<file path="src/rtl/rtc_pkg.sv">
package rtc_pkg;

  localparam int DATA_W = 32;
  localparam int NUM_SRC = 3;

  // interrupt source bit positions inside the status and enable words
  localparam int SRC_ALARM = 0;
  localparam int SRC_TIMER = 1;
  localparam int SRC_WRAP  = 2;

  typedef enum logic [2:0] {
    RA_CNT_LO  = 3'd0,
    RA_CNT_HI  = 3'd1,
    RA_ALM_LO  = 3'd2,
    RA_ALM_HI  = 3'd3,
    RA_RELOAD  = 3'd4,
    RA_STATUS  = 3'd5,
    RA_ENABLE  = 3'd6,
    RA_TMR_NOW = 3'd7
  } reg_addr_e;

endpackage

</file>
<file path="src/rtl/rtc_counter.sv">
module rtc_counter #(
  parameter int CNT_W     = 40,
  parameter int LO_W      = 32,
  parameter int WARN_BITS = 8
) (
  input  logic             clk,
  input  logic             rst_n,
  input  logic             tick,
  input  logic             wr_cnt_lo,
  input  logic             wr_cnt_hi,
  input  logic             wr_alm_lo,
  input  logic             wr_alm_hi,
  input  logic [LO_W-1:0]  wdata,
  output logic [CNT_W-1:0] cnt,
  output logic [CNT_W-1:0] alarm,
  output logic             cnt_wr,
  output logic             alarm_evt,
  output logic             warn_evt
);
  localparam int HI_W = CNT_W - LO_W;

  function automatic logic [CNT_W-1:0] warn_point();
    return {{WARN_BITS{1'b1}}, {(CNT_W-WARN_BITS){1'b0}}};
  endfunction

  function automatic logic [CNT_W-1:0] step(input logic [CNT_W-1:0] v);
    return v + 1'b1;
  endfunction

  logic [CNT_W-1:0] cnt_q, alarm_q, cnt_next;

  assign cnt_wr    = wr_cnt_lo | wr_cnt_hi;
  assign cnt_next  = step(cnt_q);
  assign alarm_evt = tick && !cnt_wr && (cnt_next == alarm_q);
  assign warn_evt  = tick && !cnt_wr && (cnt_next == warn_point());

  always_ff @(posedge clk) begin
    if (!rst_n) begin
      cnt_q   <= '0;
      alarm_q <= '1;
    end else begin
      if (cnt_wr) begin
        if (wr_cnt_lo) cnt_q[LO_W-1:0]     <= wdata;
        if (wr_cnt_hi) cnt_q[CNT_W-1:LO_W] <= wdata[HI_W-1:0];
      end else if (tick) begin
        cnt_q <= cnt_next;
      end
      if (wr_alm_lo) alarm_q[LO_W-1:0]     <= wdata;
      if (wr_alm_hi) alarm_q[CNT_W-1:LO_W] <= wdata[HI_W-1:0];
    end
  end

  assign cnt   = cnt_q;
  assign alarm = alarm_q;
endmodule

</file>
<file path="src/rtl/rtc_period_timer.sv">
module rtc_period_timer #(
  parameter int TMR_W = 16
) (
  input  logic             clk,
  input  logic             rst_n,
  input  logic             tick,
  input  logic             load,
  input  logic [TMR_W-1:0] load_val,
  output logic [TMR_W-1:0] reload,
  output logic [TMR_W-1:0] count,
  output logic             expire_evt
);
  function automatic logic at_end(input logic [TMR_W-1:0] c);
    return c <= TMR_W'(1);
  endfunction

  logic [TMR_W-1:0] reload_q, count_q;
  logic             running;

  assign running    = tick && !load && (reload_q != '0);
  assign expire_evt = running && at_end(count_q);

  always_ff @(posedge clk) begin
    if (!rst_n) begin
      reload_q <= '0;
      count_q  <= '0;
    end else if (load) begin
      reload_q <= load_val;
      count_q  <= load_val;
    end else if (running) begin
      count_q <= at_end(count_q) ? reload_q : count_q - 1'b1;
    end
  end

  assign reload = reload_q;
  assign count  = count_q;
endmodule

</file>
<file path="src/rtl/rtc_irq_ctrl.sv">
module rtc_irq_ctrl #(
  parameter int N = 3
) (
  input  logic         clk,
  input  logic         rst_n,
  input  logic [N-1:0] evt,
  input  logic [N-1:0] clr,
  input  logic         en_wr,
  input  logic [N-1:0] en_val,
  output logic [N-1:0] status,
  output logic [N-1:0] enable,
  output logic         irq
);
  logic [N-1:0] status_q, enable_q;

  for (genvar i = 0; i < N; i++) begin : g_src
    always_ff @(posedge clk) begin
      if (!rst_n) status_q[i] <= 1'b0;
      else        status_q[i] <= evt[i] | (status_q[i] & ~clr[i]);
    end
  end

  always_ff @(posedge clk) begin
    if (!rst_n)     enable_q <= '0;
    else if (en_wr) enable_q <= en_val;
  end

  assign status = status_q;
  assign enable = enable_q;
  assign irq    = |(status_q & enable_q);
endmodule

</file>
<file path="src/rtl/rtc_timer_top.sv">
module rtc_timer_top
  import rtc_pkg::*;
#(
  parameter int CNT_W     = 40,
  parameter int WARN_BITS = 8,
  parameter int TMR_W     = 16
) (
  input  logic              clk,
  input  logic              rst_n,
  input  logic              slow_tick,
  input  logic              fast_tick,
  input  logic              wr_en,
  input  logic              rd_en,
  input  logic [2:0]        addr,
  input  logic [DATA_W-1:0] wdata,
  output logic [DATA_W-1:0] rdata,
  output logic              irq
);
  localparam int LO_W = DATA_W;
  localparam int HI_W = CNT_W - LO_W;

  reg_addr_e ra;
  assign ra = reg_addr_e'(addr);

  function automatic logic hit(input logic en, input reg_addr_e a, input reg_addr_e want);
    return en && (a == want);
  endfunction

  logic [CNT_W-1:0]   cnt, alarm;
  logic               cnt_wr, alarm_evt, warn_evt, tmr_evt;
  logic [TMR_W-1:0]   tmr_reload, tmr_count;
  logic [NUM_SRC-1:0] evt, clr_bits, status, enable;
  logic [HI_W-1:0]    snap_q;
  logic [DATA_W-1:0]  rdata_q;

  rtc_counter #(.CNT_W(CNT_W), .LO_W(LO_W), .WARN_BITS(WARN_BITS)) u_cnt (
    .clk       (clk),
    .rst_n     (rst_n),
    .tick      (slow_tick),
    .wr_cnt_lo (hit(wr_en, ra, RA_CNT_LO)),
    .wr_cnt_hi (hit(wr_en, ra, RA_CNT_HI)),
    .wr_alm_lo (hit(wr_en, ra, RA_ALM_LO)),
    .wr_alm_hi (hit(wr_en, ra, RA_ALM_HI)),
    .wdata     (wdata),
    .cnt       (cnt),
    .alarm     (alarm),
    .cnt_wr    (cnt_wr),
    .alarm_evt (alarm_evt),
    .warn_evt  (warn_evt)
  );

  rtc_period_timer #(.TMR_W(TMR_W)) u_tmr (
    .clk        (clk),
    .rst_n      (rst_n),
    .tick       (fast_tick),
    .load       (hit(wr_en, ra, RA_RELOAD)),
    .load_val   (wdata[TMR_W-1:0]),
    .reload     (tmr_reload),
    .count      (tmr_count),
    .expire_evt (tmr_evt)
  );

  always_comb begin
    evt = '0;
    evt[SRC_ALARM] = alarm_evt;
    evt[SRC_TIMER] = tmr_evt;
    evt[SRC_WRAP]  = warn_evt;
  end

  assign clr_bits = hit(wr_en, ra, RA_STATUS) ? wdata[NUM_SRC-1:0] : '0;

  rtc_irq_ctrl #(.N(NUM_SRC)) u_irq (
    .clk    (clk),
    .rst_n  (rst_n),
    .evt    (evt),
    .clr    (clr_bits),
    .en_wr  (hit(wr_en, ra, RA_ENABLE)),
    .en_val (wdata[NUM_SRC-1:0]),
    .status (status),
    .enable (enable),
    .irq    (irq)
  );

  always_ff @(posedge clk) begin
    if (!rst_n) begin
      rdata_q <= '0;
      snap_q  <= '0;
    end else if (rd_en) begin
      case (ra)
        RA_CNT_LO: begin
          rdata_q <= cnt[LO_W-1:0];
          snap_q  <= cnt[CNT_W-1:LO_W];
        end
        RA_CNT_HI:  rdata_q <= DATA_W'(snap_q);
        RA_ALM_LO:  rdata_q <= alarm[LO_W-1:0];
        RA_ALM_HI:  rdata_q <= DATA_W'(alarm[CNT_W-1:LO_W]);
        RA_RELOAD:  rdata_q <= DATA_W'(tmr_reload);
        RA_STATUS:  rdata_q <= DATA_W'(status);
        RA_ENABLE:  rdata_q <= DATA_W'(enable);
        RA_TMR_NOW: rdata_q <= DATA_W'(tmr_count);
        default:    rdata_q <= '0;
      endcase
    end
  end

  assign rdata = rdata_q;
endmodule

</file>
<file path="config.mk">
export PLATFORM = sky130hd
export DESIGN_NAME = rtc_timer_top
export DESIGN_NICKNAME = d
export VERILOG_FILES = /design/src/rtl/rtc_pkg.sv /design/src/rtl/rtc_counter.sv /design/src/rtl/rtc_period_timer.sv /design/src/rtl/rtc_irq_ctrl.sv /design/src/rtl/rtc_timer_top.sv
export SDC_FILE = /design/constraint.sdc
export NUM_CORES = 1
export LEC_CHECK = 0
export ABC_AREA = 1
export BUFFER_PORTS_ARGS = -buffer_cell sky130_fd_sc_hd__clkbuf_2
export CAP_MARGIN = 10
export CORE_AREA = 4 4 141 143
export CTS_CLUSTER_DIAMETER = 50
export CTS_CLUSTER_SIZE = 8
export DETAILED_ROUTE_END_ITERATION = 12
export DIE_AREA = 0 0 145 147
export HOLD_SLACK_MARGIN = 0.1
export PLACE_DENSITY = 0.68
export SLEW_MARGIN = 25
export SYNTH_ARGS = -nofsm -noshare
export SYNTH_HDL_FRONTEND = slang
export SYNTH_SLANG_ARGS = --single-unit
</file>
<file path="constraint.sdc">
create_clock -name clk -period 4.28 [get_ports clk]
set_input_delay 0 -clock clk [delete_from_list [all_inputs] [get_ports clk]]
set_output_delay 0 -clock clk [all_outputs]
set_load 0.01 [all_outputs]
</file>
-- Yosys cells after proc, flatten, opt, wreduce, memory -nomap -nowiden
Cells that the tools add are included.
- output and inout bits: 33
- input bits: 41
- flip-flop bits (word level): 158
- equality and inequality tests: 11
- reductions and logical operators: 23
- add/sub/neg operators: 2
- multiplexer cells: 9
- order comparisons: 1
- bitwise gates (word level): 11
- operators with widths (kind ; number):
    case mux 32 bit (8 select lines) ; 1
    2-to-1 mux 40 bit ; 2
    2-to-1 mux 16 bit ; 3
    adder 40 x 1 -> 40 bit, second input constant ; 1
    equality test 40 bit ; 1
    equality test 40 bit, second input constant ; 1
    2-to-1 mux 32 bit ; 1
    less-or-equal comparator 16 x 1 -> 1 bit, second input constant ; 1
    nonzero test 16 bit ; 1
    subtractor 16 x 1 -> 16 bit, second input constant ; 1
    logical AND 1 bit ; 13
    equality test 3 bit, second input constant ; 4
    2-to-1 mux 8 bit ; 1
    equality test 3 x 2 -> 1 bit, second input constant ; 2
    AND reduction 2 bit ; 3
    inequality test 2 x 1 -> 1 bit, second input constant ; 2
    OR 1 bit ; 4
    nonzero test 2 bit ; 2
    bitwise AND 1 bit ; 3
    bitwise AND 3 bit ; 1
    equality test 3 x 1 -> 1 bit, second input constant ; 1
    zero test 3 bit ; 1
    2-to-1 mux 3 bit ; 1
    NOT 1 bit ; 3
    other kinds (2) ; 3

-- Logic depth before layout (Yosys ltp)
- depth in word-level cells: 7
- gate-level depth with buffers: 16

-- Hierarchy
A second synthesis with hierarchy kept.
- cells, all modules: 1630
- area, all modules: 9887.0 um^2
- by module, submodules not included (module ; instances ; area an instance (um^2) ; cells an instance):
    rtc_counter ; 1 ; 5285.1 ; 882
    rtc_timer_top ; 1 ; 2359.8 ; 381
    rtc_period_timer ; 1 ; 2011.9 ; 334
    rtc_irq_ctrl ; 1 ; 230.2 ; 33

-- Worst setup path after synthesis
Ideal clock, no wire load.
- path type: register -> register
- from: reg u_cnt.cnt_q[0], in the netlist u_cnt.cnt[0]
- to: reg u_irq.status_q[0], in the netlist u_irq.status[0]
- stages on the path, launching flop included: 16
- required time: 4.210 ns
- buffers on the path: 0
- arrival time: 1.813 ns
- slack: 2.396 ns
- path through: dfxtp_1 ha_1 nand2_2 nor2_8 nand2_4 nor2_8 nand3_1 nand2_1 nand2_1 nand2_1 nand2_1 nor2_1 nand2_1 nor2_1 nand3_1 a21oi_1
- longest elaborated chain between the ends: 4
- RTL lines (what ; RTL line ; source):
    from (decl) ; rtc_counter.sv:30 ; logic [CNT_W-1:0] cnt_q, alarm_q, cnt_next;
    from (signal, indexed assignment) ; rtc_counter.sv:43 ; if (wr_cnt_lo) cnt_q[LO_W-1:0] <= wdata;
    from (signal, indexed assignment) ; rtc_counter.sv:44 ; if (wr_cnt_hi) cnt_q[CNT_W-1:LO_W] <= wdata[HI_W-1:0];
    from (signal assigned) ; rtc_counter.sv:46 ; cnt_q <= cnt_next;
    adder 40 x 1 -> 40 bit ; rtc_counter.sv:27 ; return v + 1'b1;
    equality test 40 bit ; rtc_counter.sv:34 ; assign alarm_evt = tick && !cnt_wr && (cnt_next == alarm_q);
    logical AND 1 bit ; rtc_counter.sv:34 ;
    OR 1 bit ; rtc_irq_ctrl.sv:19 ; else status_q[i] <= evt[i] | (status_q[i] & ~clr[i]);
    to (signal, indexed assignment) ; rtc_irq_ctrl.sv:19 ;
    to (decl) ; rtc_irq_ctrl.sv:14 ; logic [N-1:0] status_q, enable_q;
No other way between the ends.
A chain may end at the register's enable or synchronous reset.

-- Worst setup path after layout
- from: in addr[2]
- to: reg u_cnt.cnt_q[29], in the netlist u_cnt.cnt[29]
- longest elaborated chain between the ends: 5
- elaborated cells between the ends (all ways): 9
- classes of those cells: eq/ne: 2; mux: 1; bitwise: 1; reduce/logical: 5
- RTL lines (what ; RTL line ; source):
    from (decl) ; rtc_timer_top.sv:14 ; input logic [2:0] addr,
    equality test 3 x 1 -> 1 bit / zero test 3 bit (equally long branches) ; rtc_timer_top.sv:26 ; return en && (a == want);
    logical AND 1 bit ; rtc_timer_top.sv:26 ;
    OR 1 bit ; rtc_counter.sv:32 ; assign cnt_wr = wr_cnt_lo | wr_cnt_hi;
    inequality test 2 x 1 -> 1 bit (no line) / nonzero test 2 bit (equally long branches) ; -- ;
    AND reduction 2 bit (no line) ; -- ;
Parallel ways exist; a longest one is shown, timed or not.

==> summary.md <==
| Metric | Value |
|---|---|
| Pin count of the biggest net entering global routing | `81` |
| Cts repair resizes | `0` |
| Synth Area per Inst | `6.472 sq um` |
| Mapped Cells | `1425` |
| Dpl hpwl | `between 20 and 25 mm` |
| CP Max Fanout | `43` |
| Worst Hold End | `rdata[29]$_SDFFE_PN0P_` |
| Core area | `around 0.019 sq mm` |
| Seq/Total Area, Yosys | `between 30% and 40%` |
| Global route total overflow | `0` |
| Tightest Hold Check Type | `in -> reg` |
| Worst hold slack | `about 0.16 ns` |
| Synth unique cells | `40` |
| Share of cells above drive strength 1 | `around a tenth` |
| Final period util | `just over 60%` |
| Clk root buf | `clkbuf_16` |
| Fin area | `between 0.01 and 0.015 sq mm` |
| DR iter-0 viols | `~950` |
| Worst R2R Setup Slack | `roughly 1.7 ns` |
| Pre-antenna DRT Iters | `6` |
| CTS Buf Count | `17` |
| Min-delay src | `rst_n` |
| R2R cell count | `13` |
| H-Tree Depth | `4` |
| Share of the synthesized area in the top cell type | `between 30 and 40%` |
| Final ANT Viol Nets | `0` |
| Ys async rst share | `0%` |
| Util after Layout | `about 57%` |
| Worst VDD drop | `just over 0.0003 V` |
| CTS Buffer Depth | `2` |
| Overall Power | `~4.1 mW` |
| Pwr dens | `a little under 400 mW/mm^2` |
| Dpl cells | `around 1700` |
| Worst Path Arrival | `slightly below 3 ns` |
| Max-slew headroom | `between 30% and 40%` |
| Pre-CTS WS | `around 1.7 ns` |
| Reg-to-reg startpoint | `u_cnt.cnt[0]$_SDFFE_PN0P_` |
| Layout Nets | `1550` |
| Status | `finished clean` |
| IO Pins | `74` |
| Vias in the first global route | `9267` |
| CP Class | `in -> reg` |
| Mux cell area share after synthesis | `0%` |
| Clock-pin slew on the worst setup and hold paths | `roughly 0.06 ns` |
| Synth area leader | `dfxtp_1` |
| Max_cap viols | `0` |
| TritonCTS clock tree | `yes` |
| Vias | `between 10000 and 15000` |
| Initial antenna violation count | `0` |
| Largest family of logic cells by synthesized area | `simple AND/OR/NAND/NOR gates` |
| Area growth, synth to finish | `15.60%` |
| Total routed wirelength | `about 32 mm` |
| Vias/cell | `5.769` |
| CP Capture Type | `flop` |
| # hold bufs at CTS | `37` |
| Worst setup SP type | `input pin` |
| Post-synthesis xor/xnor area fraction | `between 2 and 2.5%` |
| Port buffer count | `73` |
| Synthesized area | `between 0.009 and 0.01 sq mm` |
| # diodes | `0` |
| Worst path required time | `~4.6 ns` |
| Routed WL per cell | `approximately 18 microns` |
| Site Rows | `50` |
| Residual DRC count | `0` |
| Synthesized Nets | `between 1000 and 1500` |
| Synth warn | `0` |
| Compound-cell area share of the yosys netlist | `slightly below 20%` |
| # clock sinks | `roughly 160` |
| FF+latch count, synth | `158` |
| Fin Setup TNS | `0 ns` |
| Final WS setup | `between 1.5 and 2 ns` |
| Post-CTS setup buffers | `0` |
| RSZ-0062 raised after global routing | `false` |
| Slew Limit Fails | `0` |
| Top FF cell, synth | `dfxtp_1` |
| Global-route wire length before repair | `50.66 mm` |
| FMAX | `~390 MHz` |
| Reg2Reg Capture Point | `u_irq.status[0]$_SDFF_PN0_` |
| Min Tclk post-route | `2.582 ns` |
| EDFF count, synth | `0` |
| Die H | `~150 microns` |
| Fin cells | `1752` |
| Commonest cells after routing, fill and taps aside | `nand2_1 (438), dfxtp_1 (158), inv_1 (136)` |
| Clk Latency, worst-skew pair | `0.43 ns` |
| Worst slew pin tran | `about 0.99 ns` |
| WHS Path Cells | `3` |
| Clock Skew | `0.01123 ns` |
| Synth top area cells | `dfxtp_1 (34%), nand2_1 (18%), nand3_1 (6.2%), inv_1 (5.5%), nor2_1 (4.7%)` |
| Synth Area in Adders | `less than 1%` |
| GRT Total Usage | `29.54%` |
| Most common cell after layout, fill and taps aside | `nand2_1` |
| Simple-gate area share of the yosys netlist | `between 30% and 40%` |
| Die ar. | `about 0.021 sq mm` |
| Dpl cell area | `roughly 0.01 sq mm` |
| Leakage | `~4.6 nW` |
| Die Wd | `about 150 microns` |
| Finish-stage setup viols | `0` |
| Starting density of the core | `about half` |
| GP Congestion | `0.9546` |
| Hold Vio Cnt, Final | `0` |
critical path: stages:
cell and delay [ns]:
dlygate4sd3_1 0.54, clkbuf_2 0.16, inv_2 0.10, nand3_1 0.27
nand2_1 0.23, nand2_1 0.46, inv_1 0.29, buf_4 0.43
a21oi_1 0.09, a221oi_1 0.29
report_power, final:
group	leakage (nW)	switching [mW]	internal, mW
clock network	0.264	0.639	0.806
logic	3.07	0.650	0.351
registers	1.29	0.126	1.57
cell usage after synthesis (11+ instances only):
master    count
inv_1       136
nand4_1      13
clkbuf_1     48
o21ai_0      66
a31oi_1      50
a221oi_1     32
nand2_1     438
o211ai_1     38
xor2_1       11
nor2_1      116
nor3_1       13
nand3_1     115
dfxtp_1     158
a21oi_1      86
state kept, by name, summed over array words and instances, names as in the netlist:
signal,count
u_cnt.cnt,40
u_irq.enable,3
u_tmr.count,16
u_tmr.reload,16
u_irq.status,3
u_cnt.alarm,40
rdata,32
snap_q,8
how the worst max path moves through the flow:
stage | from | to | slack, ns | cells past startpoint
2_1_floorplan | u_cnt.cnt[0]$_SDFFE_PN0P_ | u_irq.status[0]$_SDFF_PN0_ | 2.40 | 15
3_3_place_gp | u_cnt.cnt[0]$_SDFFE_PN0P_ | u_irq.status[2]$_SDFF_PN0_ | 1.80 | 11
3_5_place_dp | u_cnt.cnt[0]$_SDFFE_PN0P_ | u_irq.status[0]$_SDFF_PN0_ | 1.74 | 13
4_1_cts | u_cnt.cnt[0]$_SDFFE_PN0P_ | u_irq.status[0]$_SDFF_PN0_ | 1.73 | 13
5_1_grt | addr[1] | u_tmr.count[15]$_SDFFE_PN0P_ | 1.45 | 14
6_report | addr[2] | u_cnt.cnt[29]$_SDFFE_PN0P_ | 1.70 | 10
kinds of logic (layout without fill, tap and decap cells):
family | count (synthesis) | in the layout
simple gates | 741 | 741
compound gates | 298 | 298
buf+inv | 207 | 300
flops | 158 | 158
xor+xnor | 18 | 18
fa+ha+maj | 3 | 3
per-layer routing:
| layer | track usage (%) | wire, microns | vias to the layer above |
|---|---|---|---|
| li1 | - | - | 4964 |
| met2 | 48.64 | 14930 | 434 |
| met3 | 4.812 | 2542 | 73 |
| met5 | 0 | 0 | - |
| met1 | 39.02 | 13470 | 4636 |
| met4 | 11.69 | 1091 | 0 |
cell type report:
cell class              instances  area, sq um
clock buffers                  19        442.9
inverters                     146        548.0
clock inverters                12        96.34
repair buffers                123        833.3
multi-input cells            1060         5285
fillers                      1853         7919
well taps                     234        292.8
flip-flops and latches        158         3163
Note: power is estimated with default switching activity, not from simulation.
